`src/rtl/gerr_pkg.sv`:
```
package gerr_pkg;
  localparam int GERR_CFG_WORDS = 4;
  localparam int GERR_ADDR_W = 3;
  localparam logic [GERR_ADDR_W-1:0] ADDR_ERR = 3'd0;
  localparam logic [GERR_ADDR_W-1:0] ADDR_ACK = 3'd1;
  localparam logic [GERR_ADDR_W-1:0] ADDR_CFG0 = 3'd2;

  typedef struct packed {
    logic                      ackWr;
    logic [GERR_CFG_WORDS-1:0] cfgWr;
  } gerr_strobe_t;
endpackage

```
`src/rtl/gerr_ctrl.sv`:
```
module gerr_ctrl
  import gerr_pkg::*;
(
  input  logic                   clk,
  input  logic                   rstN,
  input  logic                   wrEn,
  input  logic [GERR_ADDR_W-1:0] wrAddr,
  input  logic                   irqEnable,
  input  logic                   newErrAny,
  input  logic                   strayAny,
  output gerr_strobe_t           strobes,
  output logic                   errIrq,
  output logic                   cmdqKick,
  output logic                   strayAck
);
  always_comb begin
    strobes.ackWr = wrEn && (wrAddr == ADDR_ACK);
    for (int k = 0; k < GERR_CFG_WORDS; k++) begin
      strobes.cfgWr[k] = wrEn && (wrAddr == ADDR_CFG0 + GERR_ADDR_W'(k));
    end
  end

  always_ff @(posedge clk or negedge rstN) begin
    if (!rstN) begin
      errIrq   <= 1'b0;
      cmdqKick <= 1'b0;
      strayAck <= 1'b0;
    end else begin
      errIrq   <= newErrAny && irqEnable;
      cmdqKick <= strobes.ackWr;
      strayAck <= strobes.ackWr && strayAny;
    end
  end
endmodule

```
`src/rtl/gerr_datapath.sv`:
```
module gerr_datapath
  import gerr_pkg::*;
#(
  parameter int W = 32,
  parameter int DATA_W = 32
) (
  input  logic                   clk,
  input  logic                   rstN,
  input  gerr_strobe_t           strobes,
  input  logic [W-1:0]           raiseMask,
  input  logic [DATA_W-1:0]      wrData,
  input  logic [GERR_ADDR_W-1:0] rdAddr,
  output logic [DATA_W-1:0]      rdData,
  output logic [W-1:0]           pendingVec,
  output logic                   newErrAny,
  output logic                   strayAny
);
  logic [W-1:0] errReg, ackReg, newErr, ackIn;
  logic [DATA_W-1:0] cfgReg [GERR_CFG_WORDS];

  assign pendingVec = errReg ^ ackReg;
  assign newErr     = raiseMask & ~pendingVec;
  assign newErrAny  = |newErr;
  assign ackIn      = wrData[W-1:0];
  assign strayAny   = |((ackReg ^ ackIn) & ~pendingVec);

  always_ff @(posedge clk or negedge rstN) begin
    if (!rstN) begin
      errReg <= '0;
      ackReg <= '0;
    end else begin
      errReg <= errReg ^ newErr;
      if (strobes.ackWr) ackReg <= ackIn;
    end
  end

  for (genvar g = 0; g < GERR_CFG_WORDS; g++) begin : g_cfg
    always_ff @(posedge clk or negedge rstN) begin
      if (!rstN) cfgReg[g] <= '0;
      else if (strobes.cfgWr[g]) cfgReg[g] <= wrData;
    end
  end

  always_comb begin
    rdData = '0;
    if (rdAddr == ADDR_ERR) rdData[W-1:0] = errReg;
    if (rdAddr == ADDR_ACK) rdData[W-1:0] = ackReg;
    for (int k = 0; k < GERR_CFG_WORDS; k++) begin
      if (rdAddr == ADDR_CFG0 + GERR_ADDR_W'(k)) rdData = cfgReg[k];
    end
  end
endmodule

```
`src/rtl/gerr_toggle_ack.sv`:
```
module gerr_toggle_ack
  import gerr_pkg::*;
#(
  parameter int W = 32,
  parameter int DATA_W = 32,
  parameter int CMDQ_BIT = 0
) (
  input  logic                   clk,
  input  logic                   rstN,
  input  logic [W-1:0]           raiseMask,
  input  logic                   irqEnable,
  input  logic                   wrEn,
  input  logic [GERR_ADDR_W-1:0] wrAddr,
  input  logic [DATA_W-1:0]      wrData,
  input  logic [GERR_ADDR_W-1:0] rdAddr,
  output logic [DATA_W-1:0]      rdData,
  output logic [W-1:0]           pendingVec,
  output logic                   cmdqHalt,
  output logic                   errIrq,
  output logic                   cmdqKick,
  output logic                   strayAck
);
  gerr_strobe_t strobes;
  logic newErrAny, strayAny;

  gerr_ctrl u_ctrl (
    .clk(clk), .rstN(rstN), .wrEn(wrEn), .wrAddr(wrAddr),
    .irqEnable(irqEnable), .newErrAny(newErrAny), .strayAny(strayAny),
    .strobes(strobes), .errIrq(errIrq), .cmdqKick(cmdqKick),
    .strayAck(strayAck)
  );

  gerr_datapath #(.W(W), .DATA_W(DATA_W)) u_dp (
    .clk(clk), .rstN(rstN), .strobes(strobes), .raiseMask(raiseMask),
    .wrData(wrData), .rdAddr(rdAddr), .rdData(rdData),
    .pendingVec(pendingVec), .newErrAny(newErrAny), .strayAny(strayAny)
  );

  assign cmdqHalt = pendingVec[CMDQ_BIT];
endmodule

```
`config.mk`:
```
export PLATFORM = sky130hd
export DESIGN_NAME = gerr_toggle_ack
export DESIGN_NICKNAME = d
export VERILOG_FILES = /design/src/rtl/gerr_pkg.sv /design/src/rtl/gerr_ctrl.sv /design/src/rtl/gerr_datapath.sv /design/src/rtl/gerr_toggle_ack.sv
export SDC_FILE = /design/constraint.sdc
export NUM_CORES = 1
export LEC_CHECK = 0
export BUFFER_PORTS_ARGS = -buffer_cell sky130_fd_sc_hd__clkbuf_2
export CORE_MARGIN = 4
export CORE_UTILIZATION = 52
export DETAILED_ROUTE_END_ITERATION = 10
export MAX_ROUTING_LAYER = met4
export PLACE_DENSITY = 0.8
export SYNTH_ARGS = -nofsm -noshare
export SYNTH_HDL_FRONTEND = slang
export SYNTH_SLANG_ARGS = --single-unit
```
`constraint.sdc`:
```
create_clock -name clk -period 1.59 [get_ports clk]
set_input_delay 0 -clock clk [delete_from_list [all_inputs] [get_ports clk]]
set_output_delay 0 -clock clk [all_outputs]
set_load 0.005 [all_outputs]
```
Word level (Yosys, flattened, before mapping)
Index checks and enable logic that the tools add are counted.
- flip-flop bits (word level): 195
- bits of input ports: 74
- word-level logic and storage cells: 41
- eq/ne operators: 10
- multiplexer cells: 6
- bitwise operators: 6
- reduce and logical (&&, ||, !) cells: 10
- operators by type and width (operator ; count):
    $mux W32 ; 6
    $xor A32 B32 Y32 ; 3
    $and A32 B32 Y32 ; 2
    $reduce_or A32 Y1 ; 2
    $not A32 Y32 ; 1
    $eq A3 B2 Y1 const B ; 4
    $eq A3 B3 Y1 const B ; 4
    $logic_and A1 B1 Y1 ; 7
    $eq A3 B1 Y1 const B ; 2
    $logic_not A3 Y1 ; 1

Longest topological paths before layout
Gate-level depths: netlist of run 1.
- depth in word-level cells: 7
- depth in mapped cells: 6

Modules after synthesis
Synthesis of run 1 repeated with hierarchy kept, for this count alone.
- cell total of the unflattened synthesis: 866
- area total of the unflattened synthesis: 9710.6 um^2
- modules (own cells, without submodules) (module ; times used ; cells an instance ; area an instance (um^2) ; sequential area each (um^2)):
    gerr_datapath ; 1 ; 854 ; 9564.2 ; 4804.6
    gerr_ctrl ; 1 ; 11 ; 138.9 ; 75.1
    gerr_toggle_ack ; 1 ; 1 ; 7.5 ; 0.0

Worst setup path before layout of run 1
OpenSTA, ideal clock, no wires.
- path type: register to register
- start point: register u_dp.ackReg[21]
- end point: register u_ctrl.strayAck
- library setup time: 124 ps
- data arrival time: 1216 ps
- setup slack: 250 ps
- cell stages (with the launch flop): 6
- period minus slack after synthesis: 1340 ps
- path through: dfrtp_1 or2b_1 o22ai_1 nor4_2 nand4_1 o31a_1
- word-level cells in the longest chain between the ends: 5
- elaborated cells between the ends (all ways): 6
- classes of those cells: 4 x bitwise; 2 x reduce/logical
- ends and longest elaborated chain (item ; line ; source):
    start: declaration ; gerr_datapath.sv:18 ; logic [W-1:0] errReg, ackReg, newErr, ackIn;
    start signal: assignment ; gerr_datapath.sv:33 ; if (strobes.ackWr) ackReg <= ackIn;
    $xor A32 B32 Y32 ; gerr_datapath.sv:21 ; assign pendingVec = errReg ^ ackReg;
    $not A32 Y32 ; gerr_datapath.sv:25 ; assign strayAny = |((ackReg ^ ackIn) & ~pendingVec);
    $and A32 B32 Y32 * ; gerr_datapath.sv:25 ;
    $reduce_or A32 Y1 * ; gerr_datapath.sv:25 ;
    $logic_and A1 B1 Y1 * ; gerr_ctrl.sv:31 ; strayAck <= strobes.ackWr && strayAny;
    end signal: assignment ; gerr_ctrl.sv:31 ;
    end: declaration ; gerr_ctrl.sv:14 ; output logic strayAck
Every way passes the cells marked *; elsewhere a longest branch is shown, timed or not.
A chain may end at the register's enable or synchronous reset.

Worst setup path after layout of run 1
- start point: register u_dp.errReg[17]
- end point: output rdData[17]
- word-level cells in the longest chain between the ends: 6
- ends and longest elaborated chain (item ; line ; source):
    start: declaration ; gerr_datapath.sv:18 ;
    start signal: assignment ; gerr_datapath.sv:32 ; errReg <= errReg ^ newErr;
    $mux W32 ; gerr_datapath.sv:46 ; if (rdAddr == ADDR_ERR) rdData[W-1:0] = errReg;
    $mux W32 ; gerr_datapath.sv:47 ; if (rdAddr == ADDR_ACK) rdData[W-1:0] = ackReg;
    $mux W32 (4 in series) ; gerr_datapath.sv:49 ; if (rdAddr == ADDR_CFG0 + GERR_ADDR_W'(k)) rdData = cfgReg[k];
    end: declaration ; gerr_toggle_ack.sv:16 ; output logic [DATA_W-1:0] rdData,
No other way between the ends.

==> results of run 1 <==
kinds of logic after synthesis:
| group | count (synthesis) | synth area share, % |
|---|---|---|
| buffers and inverters | 76 | 3.64 |
| DFF | 195 | 50.1 |
| AOI/OAI and AO/OA | 146 | 9.53 |
| xor gates and xnor gates | 32 | 2.88 |
| muxes | 224 | 25.1 |
| and+or+nand+nor | 189 | 8.79 |
stage by stage:
stage                     utilization (%)  setup slack (ns)  power (W)
after floorplan                         -             0.250    0.00903
after global placement               60.8            -0.217     0.0109
after detailed placement             60.8            -0.157     0.0110
after CTS                            68.3           -0.0172     0.0156
after global routing                 69.6            -0.109     0.0167
final                                69.6          -0.00264     0.0159
repair_timing:
action,CTS,global route
hold endpoints to repair,388,0
resized for setup,15,47
setup endpoints to repair,10,31
hold buffers,66,0
pin swaps,7,15
buffers inserted,6,15
layout make-up:
cell class	count	area share, %
inverters	33	0.977
clock inverters	13	1.18
multi-input cells	591	37.0
flip-flops and latches	195	38.8
well taps	229	2.26
clock buffers	18	3.46
repair buffers	281	16.3
worst register-to-register path, delay by kind of cell, from the launching register on:
kind            cells  cell delay [ns]
simple gates        3             0.61
compound gates      2             0.43
flops               1             0.40
power breakdown:
group	switching, W	internal (W)
sequential	0.000858	0.00605
combinational	0.00218	0.00245
clock	0.00197	0.00238
sequential cells by signal (all words and copies together) (netlist names):
register         cells
u_dp.ackReg         32
u_ctrl.strayAck      1
u_dp.cfgReg        128
u_ctrl.errIrq        1
u_ctrl.cmdqKick      1
u_dp.errReg         32
routing by layer:
layer	track usage, %	vias up
met1	35.1	3911
li1	-	3607
met4	8.84	0
met5	-	-
met3	5.49	43
met2	44.3	286
how the worst min path moves through the flow:
stage / end / cells after the start / slack [ns]
floorplan: u_ctrl.cmdqKick$_DFF_PN0_ / 0 / -0.30
global placement: u_dp.cfgReg[46]$_DFFE_PN0P_ / 1 / 0.01
detailed placement: u_dp.cfgReg[78]$_DFFE_PN0P_ / 1 / 0.02
CTS: u_ctrl.cmdqKick$_DFF_PN0_ / 3 / 0.06
global route: u_ctrl.cmdqKick$_DFF_PN0_ / 3 / 0.07
finish: u_ctrl.cmdqKick$_DFF_PN0_ / 3 / 0.08
synth_stat cells (all sizes together), types with 3 or more instances:
cell type  number  area, µm²
or2b            4       31.3
a21oi          63        315
clkbuf         14       52.6
nand4           3       18.8
mux2i          64        641
mux2          160       1800
dfrtp         195       4880
nor4            8       62.6
nor2           80        300
o22ai          40        250
nand2b         21        131
inv            33        124
o221ai         32        280
buf            29        178
nand2          67        251
a211oi          8       60.1
xor2           32        280
==> results.json, run 1 <==
{
  "wl_met3_um": 1860,
  "hold_class": "input port to register",
  "wl_met2_um": 13700,
  "dr_total_vias": 7847,
  "antennaDiodeCount": 0,
  "min_period_over_period_pct": 100,
  "crit_end": "rdData[17]",
  "nets": 1193,
  "whs_ns": 0.0819,
  "wire_per_inst_um": 20.3,
  "synth_fp_nets": 936,
  "io-pin-count": 142,
  "clk_latency_ns": 0.44,
  "slew_headroom_pct": 64.3,
  "die_area_um2": 21000,
  "cp.depth": 6,
  "tns_ns": -0.00264,
  "synth_ff_type": "dfrtp_1",
  "cts.sinks": 195,
  "antenna_found_initial": 0,
  "netlist_area_um2": 9740,
  "avgViaCountPerCell": 5.77,
  "r2r_start": "u_dp.ackReg[11]$_DFFE_PN0P_",
  "ant_nets": 0,
  "numCtsBuffers": 17,
  "final_cell_mix": "dfrtp_1 (165), clkbuf_2 (136), mux2_2 (98)",
  "path_cells": "buf_6 > mux2i_1 > nor2_1 > a21oi_1 > o221ai_1 > clkbuf_2",
  "drive_gt1_share_pct": 36.0,
  "coreArea_um2": 18200,
  "fmax_ghz": 0.628,
  "clock_skew_ns": 0.00783,
  "gp_congestion": 0.884,
  "p_per_area_nw_per_um2": 1250,
  "multiInputGateArea_um2": 4690,
  "dpl_cell_area_um2": 11100,
  "synth.ff_latch_count": 195,
  "cts_root_buffer": "clkbuf_16",
  "seq_area_um2": 4920,
  "grt_max_degree": 59,
  "crit_family": "flip-flops",
  "setup_viol": 1,
  "postLayoutCellArea_um2": 12700,
  "dieWidth_um": 145,
  "rr_worst_depth": 5,
  "portBuffers": 141,
  "maxSlewViolCount": 0,
  "final_common_cell": "dfrtp_1",
  "syn_to_final_growth_pct": 30.2,
  "crit_required_ns": 1.59,
  "cp_slowest_cell": "dfrtp_1",
  "top_layer_used": "met4",
  "drcViolationCount": 0,
  "ys_async_sr_fraction_pct": 100,
  "drt_iter0_markers": 566,
  "startpoint": "u_dp.errReg[17]$_DFF_PN0_",
  "start_kind": "register",
  "worst_pin_slew_ns": 0.536,
  "ir_worst_vdd_mv": 0.909,
  "grtUsageTotal_pct": 27.5,
  "hp-start": "wrAddr[2]",
  "ys_seq_area_share_pct": 50.1,
  "grt_pass1_wl_um": 42400,
  "crit_path_max_fanout": 4,
  "htree_levels": 4,
  "critPathArrivalTime_ns": 1.59,
  "met1_length_um": 11400,
  "synth_warnings": 0,
  "start_util_pct": 53.5,
  "grt_pass1_vias": 7819,
  "r2r_slack_ns": 0.02,
  "synth-edff-count": 0,
  "tritoncts": "built",
  "avgSynthCellArea_um2": 11.3,
  "rows": 49,
  "gr-total-overflow": 0,
  "critical_path_buf_inv_count": 2,
  "hold_viol_final": 0,
  "power.static_leakage_nw": 5.79,
  "dieHeight_um": 145,
  "maxCapViolations": 0,
  "grt_setup_unrepaired": "true",
  "cts_buffer_depth": 2,
  "cp-end-kind": "primary output",
  "finalWirelength_um": 27600,
  "fin_ws_ns": -0.00264,
  "clkTransAtPathRegs_ns": 0.07,
  "post-dp-hpwl_um": 18400,
  "synth.distinct_cells": 28,
  "dp_cells": 1243,
  "final_cell_count_no_fill": 1360,
  "fillCellCount": 1242,
  "status": "finished, violations left",
  "firstDrtPassIters": 7,
  "r2r_end": "u_ctrl.strayAck$_DFF_PN0_",
  "post-route-min-period_ns": 1.59,
  "netlist_instances": 862,
  "violations": "negative setup slack",
  "crit_type": "register to primary output",
  "max_stage_delay_ns": 0.41
}
Note: power is estimated with default switching activity, not from simulation.
==> run 2, diff against run 1 <==
- RECOVER_POWER: not set -> 50
==> run 2 against run 1 <==
  * The run still ends with negative setup slack left
  * Cell count about the same
  * Via count up 0.13%
  * Sequential share of layout area about the same
  * Clock skew about the same
  * Die area unchanged
  * Wire length about the same
  * Utilization down 0.12 points
  * Critical path depth unchanged
  * Worst setup slack worse by 0.0065 ns
  * Largest cell class unchanged
  * Largest power group unchanged
  * Clock-buffer cell count unchanged
  * Hold slack better by 0.16 ns
  * First-iteration DRC count up 0.35%
==> results.json, run 2 (synthesized netlist as in run 1, its figures left out) <==
{
  "finalWirelength_um": 27600,
  "r2r_start": "u_dp.errReg[2]$_DFF_PN0_",
  "comb_power_share_pct": 29.1,
  "drive_gt1_share_pct": 35.8,
  "sequentialPowerShare_pct": 43.4,
  "rows": 49,
  "maxCapViolations": 0,
  "start_util_pct": 53.5,
  "ant_nets": 0,
  "hold_viol_final": 0,
  "clkTransAtPathRegs_ns": 0.07,
  "dr_total_vias": 7857,
  "grt_max_degree": 59,
  "fmax_ghz": 0.625,
  "nets": 1193,
  "grt_pass1_wl_um": 42400,
  "worst_pin_slew_ns": 1.10,
  "crit_required_ns": 1.59,
  "path_cells": "buf_6 > mux2i_2 > nor2_1 > a21oi_1 > o221ai_1 > clkbuf_2",
  "grt_setup_unrepaired": "true",
  "drt_iter0_markers": 568,
  "status": "finished, violations left",
  "wire_per_inst_um": 20.3,
  "grtUsageTotal_pct": 27.5,
  "post-route-min-period_ns": 1.60,
  "syn_to_final_growth_pct": 29.9,
  "final_cell_mix": "dfrtp_1 (167), clkbuf_2 (137), mux2_2 (98)",
  "coreArea_um2": 18200,
  "clk_latency_ns": 0.44,
  "p_sw_share_pct": 31.6,
  "io-pin-count": 142,
  "power.static_leakage_nw": 5.79,
  "setup_viol": 2,
  "fin_ws_ns": -0.00915,
  "cts_buffer_depth": 2,
  "slew_headroom_pct": 26.9,
  "gp_congestion": 0.884,
  "crit_path_max_fanout": 3,
  "hold_class": "input port to async pin",
  "die_area_um2": 21000,
  "p_total_w": 0.0159,
  "p_int_w": 0.0109,
  "r2r_end": "u_ctrl.strayAck$_DFF_PN0_",
  "cts_root_buffer": "clkbuf_16",
  "tritoncts": "built",
  "dieHeight_um": 145,
  "max_stage_delay_ns": 0.41,
  "min_period_over_period_pct": 101,
  "switching_power_w": 0.00503,
  "firstDrtPassIters": 5,
  "htree_levels": 4,
  "clock_skew_ns": 0.00831,
  "top_regs": "u_dp.cfgReg (128), u_dp.ackReg (32), u_dp.errReg (32)",
  "drcViolationCount": 0,
  "maxSlewViolCount": 0,
  "antenna_found_initial": 0,
  "portBuffers": 141,
  "violations": "negative setup slack",
  "critPathArrivalTime_ns": 1.60,
  "start_kind": "register",
  "cp_slowest_cell": "dfrtp_1",
  "rr_worst_depth": 5,
  "crit_type": "register to primary output",
  "gr-total-overflow": 0,
  "final_common_cell": "dfrtp_1",
  "r2r_slack_ns": 0.02,
  "largest_register": "u_dp.cfgReg",
  "avgViaCountPerCell": 5.77,
  "ir_worst_vdd_mv": 0.911,
  "cts.sinks": 195,
  "dieWidth_um": 145,
  "cp-end-kind": "primary output",
  "post-dp-hpwl_um": 18400,
  "p_per_area_nw_per_um2": 1260,
  "fillCellCount": 1245,
  "final_util_pct": 69.5,
  "largest_reg_flops": 128,
  "numCtsBuffers": 17,
  "pwr-share-clk_pct": 27.5,
  "grt_pass1_vias": 7819
}
run 2: cell count changes in the layout (fill, tap and decap cells not counted):
cell,before,now
dfrtp_1,165,167
dfrtp_2,30,28
clkbuf_8,2,1
clkbuf_2,136,137
clkbuf_4,0,2
buf_4,62,61
buf_12,10,9
diode_2,0,1
run 2: timing repair:
action | CTS | global route
pin swaps | 7 | 15
setup endpoints to repair | 10 | 31
endpoints found under the hold margin | 388 | 0
buffers inserted | 6 | 15
hold buffers | 66 | 0
gates resized for setup | 15 | 47
run 2: final cells by class:
class | count | area, µm² | share of cell area (%)
flip-flops and latches | 195 | 4910 | 38.8
multi-input cells | 591 | 4690 | 37.1
repair buffers | 281 | 2050 | 16.2
clock buffers | 18 | 439 | 3.47
well taps | 229 | 287 | 2.26
clock inverters | 13 | 150 | 1.19
inverters | 33 | 124 | 0.979
diodes | 1 | 2.50 | 0.0198
run 2: power by group through the flow:
| stage | registers (W) | clock network (W) | logic, W |
|---|---|---|---|
| after floorplan | 0.00674 | 0 | 0.00229 |
| after global placement | 0.00684 | 0 | 0.00403 |
| after detailed placement | 0.00693 | 0 | 0.00411 |
| after CTS | 0.00685 | 0.00439 | 0.00438 |
| after global routing | 0.00703 | 0.00461 | 0.00504 |
| final | 0.00691 | 0.00437 | 0.00463 |
run 2: worst max path at each step:
stage,startpoint,endpoint,slack (ns),cells past startpoint
final,u_dp.ackReg[2]$_DFFE_PN0P_,rdData[2],-0.009,6
after floorplan,u_dp.ackReg[21]$_DFFE_PN0P_,u_ctrl.strayAck$_DFF_PN0_,0.25,5
after global placement,u_dp.ackReg[10]$_DFFE_PN0P_,u_ctrl.strayAck$_DFF_PN0_,-0.22,5
after global routing,u_dp.errReg[3]$_DFF_PN0_,rdData[3],-0.11,6
after CTS,u_dp.errReg[17]$_DFF_PN0_,rdData[17],-0.02,6
after detailed placement,u_dp.ackReg[10]$_DFFE_PN0P_,u_ctrl.strayAck$_DFF_PN0_,-0.16,5
run 2: layer usage:
layer	global-route usage, %	share of wire [%]	up-vias
met5	-	0	-
met4	8.84	2.0	0
met3	5.49	6.1	41
met2	44.3	50	271
met1	35.1	42	3932
li1	-	-	3613
run 2: per-stage QoR:
step                std cells  hold slack, ns  setup TNS (ns)  setup slack, ns  area, µm²
finish                   1361           0.242         -0.0130         -0.00915      12700
global route             1360           0.251          -0.846           -0.109      12700
CTS                      1345          0.0605         -0.0503          -0.0172      12400
global placement         1243          0.0111          -0.236           -0.217      11100
detailed placement       1243          0.0169          -0.206           -0.157      11100
floorplan                 862          -0.296               0            0.250       9740
run 2: critical path, delay by kind of cell (launching register included):
family,cells,cell delay (ns)
AOI/OAI and AO/OA,2,0.24
buffers and inverters,2,0.28
DFF,1,0.41
muxes,1,0.16
and+or+nand+nor,1,0.07
==> run 3, diff against run 2 <==
- BUFFER_PORTS_ARGS: -buffer_cell sky130_fd_sc_hd__clkbuf_2 -> -buffer_cell sky130_fd_sc_hd__buf_2
==> run 3 against run 2 <==
  * The flow still finishes with violations (negative setup slack)
  * Wire length rose by 10%
  * Sequential power rose by 0.9%
  * Die area did not move
  * Power rose by 2.5%
  * Via count rose by 4.7%
  * Largest cell class unchanged
==> results.json, run 3 (synthesized netlist as in run 1, its figures left out) <==
{
  "ant_nets": 0,
  "syn_to_final_growth_pct": 33.2,
  "wire_per_inst_um": 22.1,
  "tritoncts": "built",
  "antenna_found_initial": 1,
  "final_common_cell": "dfrtp_1",
  "gp_congestion": 0.859,
  "gr-total-overflow": 0,
  "post-dp-hpwl_um": 18400,
  "drcViolationCount": 0,
  "status": "finished, violations left",
  "cts_buffer_depth": 2,
  "tns_ns": -0.386,
  "cts.sinks": 195,
  "start_kind": "register",
  "crit_path_max_fanout": 4,
  "ir_worst_vdd_mv": 0.983,
  "final_cell_mix": "dfrtp_1 (165), buf_2 (141), mux2_2 (98)",
  "final_cell_count_no_fill": 1379,
  "critPathArrivalTime_ns": 1.69,
  "hp-start": "wrAddr[0]",
  "post-route-min-period_ns": 1.69,
  "r2r_slack_ns": -0.07,
  "cts_root_buffer": "clkbuf_16",
  "r2r_end": "u_ctrl.errIrq$_DFF_PN0_",
  "fin_ws_ns": -0.103,
  "dr_total_vias": 8229,
  "start_util_pct": 53.5,
  "worstHoldEndpoint": "u_dp.cfgReg[124]$_DFFE_PN0P_",
  "coreArea_um2": 18200,
  "io-pin-count": 142,
  "numCtsBuffers": 17,
  "htree_levels": 4,
  "die_area_um2": 21000,
  "grt_pass1_wl_um": 44100,
  "critical_path_buf_inv_count": 2,
  "r2r_start": "u_dp.ackReg[12]$_DFFE_PN0P_",
  "hold_depth": 4,
  "final_util_pct": 71.3,
  "hold_viol_final": 0,
  "crit_family": "flip-flops",
  "clock_skew_ns": 0.0114,
  "rows": 49,
  "crit_required_ns": 1.59,
  "top_regs": "u_dp.cfgReg (128), u_dp.ackReg (32), u_dp.errReg (32)",
  "dieHeight_um": 145,
  "firstDrtPassIters": 5,
  "worst_pin_slew_ns": 1.11,
  "rr_worst_depth": 5,
  "portBuffers": 141,
  "grt_max_degree": 63,
  "largest_register": "u_dp.cfgReg",
  "clk_latency_ns": 0.44,
  "slew_headroom_pct": 25.8,
  "grt_pass1_vias": 8153,
  "cp_slowest_cell": "dfrtp_1",
  "grtUsageTotal_pct": 28.6,
  "p_per_area_nw_per_um2": 1260,
  "largest_reg_flops": 128,
  "finalWirelength_um": 30500,
  "dpl_cell_area_um2": 11100,
  "nets": 1210,
  "cp-end-kind": "primary output",
  "setup_viol": 9,
  "drt_iter0_markers": 648,
  "maxCapViolations": 0,
  "crit_type": "register to primary output",
  "clkTransAtPathRegs_ns": 0.07,
  "max_stage_delay_ns": 0.40,
  "hold_class": "input port to register",
  "dieWidth_um": 145,
  "power.static_leakage_nw": 5.89,
  "drive_gt1_share_pct": 38.6,
  "avgViaCountPerCell": 5.97,
  "postLayoutCellArea_um2": 13000,
  "grt_setup_unrepaired": "true",
  "dp_cells": 1238,
  "violations": "negative setup slack",
  "min_period_over_period_pct": 106,
  "maxSlewViolCount": 0,
  "p_total_w": 0.0163,
  "path_cells": "buf_6 > mux2i_1 > nor2_1 > a21oi_1 > o221ai_1 > buf_2",
  "fmax_ghz": 0.591
}
==> run 3: cell count changes in the layout (fill, tap and decap cells not counted), moves of 3 or more <==
cell / previous run / this run
buf_2: 3 / 141
clkbuf_2: 137 / 1
buf_4: 61 / 72
xor2_1: 28 / 20
o22ai_1: 38 / 32
o22ai_2: 2 / 8
xor2_2: 4 / 10
buf_6: 3 / 6
clkinv_2: 2 / 5
==> run 3: what timing repair did <==
item                                    CTS  global route
setup buffers                            18            25
resized for setup                        15            77
hold endpoints to repair                351             0
pin swaps                                12            34
hold buffers                             66             0
endpoints found under the setup margin   12            27
==> run 3: worst max path at each step <==
stage | startpoint | endpoint | slack (ns) | cells past startpoint
final | u_dp.ackReg[2]$_DFFE_PN0P_ | rdData[2] | -0.10 | 6
after global routing | u_dp.ackReg[3]$_DFFE_PN0P_ | rdData[3] | -0.17 | 6
after CTS | u_dp.ackReg[13]$_DFFE_PN0P_ | u_ctrl.errIrq$_DFF_PN0_ | -0.009 | 5
after detailed placement | u_dp.ackReg[8]$_DFFE_PN0P_ | u_ctrl.errIrq$_DFF_PN0_ | -0.16 | 5
after global placement | u_dp.ackReg[8]$_DFFE_PN0P_ | u_ctrl.errIrq$_DFF_PN0_ | -0.16 | 5
after floorplan | u_dp.ackReg[21]$_DFFE_PN0P_ | u_ctrl.strayAck$_DFF_PN0_ | 0.25 | 5
==> run 3: stage by stage <==
step / hold slack, ns / worst slack, ns
floorplan: -0.296 / 0.250
global placement: 0.0423 / -0.158
detailed placement: 0.0432 / -0.158
CTS: 0.0513 / -0.00877
global route: 0.255 / -0.165
finish: 0.246 / -0.103
==> run 3: power by group <==
group / total, W / internal (W) / switching (W)
combinational: 0.00506 / 0.00265 / 0.00241
clock: 0.00428 / 0.00236 / 0.00192
sequential: 0.00697 / 0.00605 / 0.000922
total: 0.0163 / 0.0111 / 0.00525
==> run 3: tightest hold or removal path: stages <==
cell and delay, ns:
buf_2 0.16, nor4bb_4 0.07, buf_12 0.19, mux2_1 0.22
==> run 3: routing by layer <==
metal | up-vias | track usage [%] | part of all wire [%]
met5 | - | - | 0
met4 | 0 | 9.23 | 3.2
met3 | 83 | 6.24 | 6.6
met2 | 400 | 47.2 | 50
met1 | 4121 | 35.1 | 40
li1 | 3625 | - | -
==> run 3: final cells by class <==
type	count	area (µm²)
fill	1175	5230
sequential	195	4920
multi-input combinational	591	4880
timing repair buffer	298	2190
clock buffer	19	443
tap	229	287
clock inverter	13	134
inverter	33	124
antenna	1	2.50
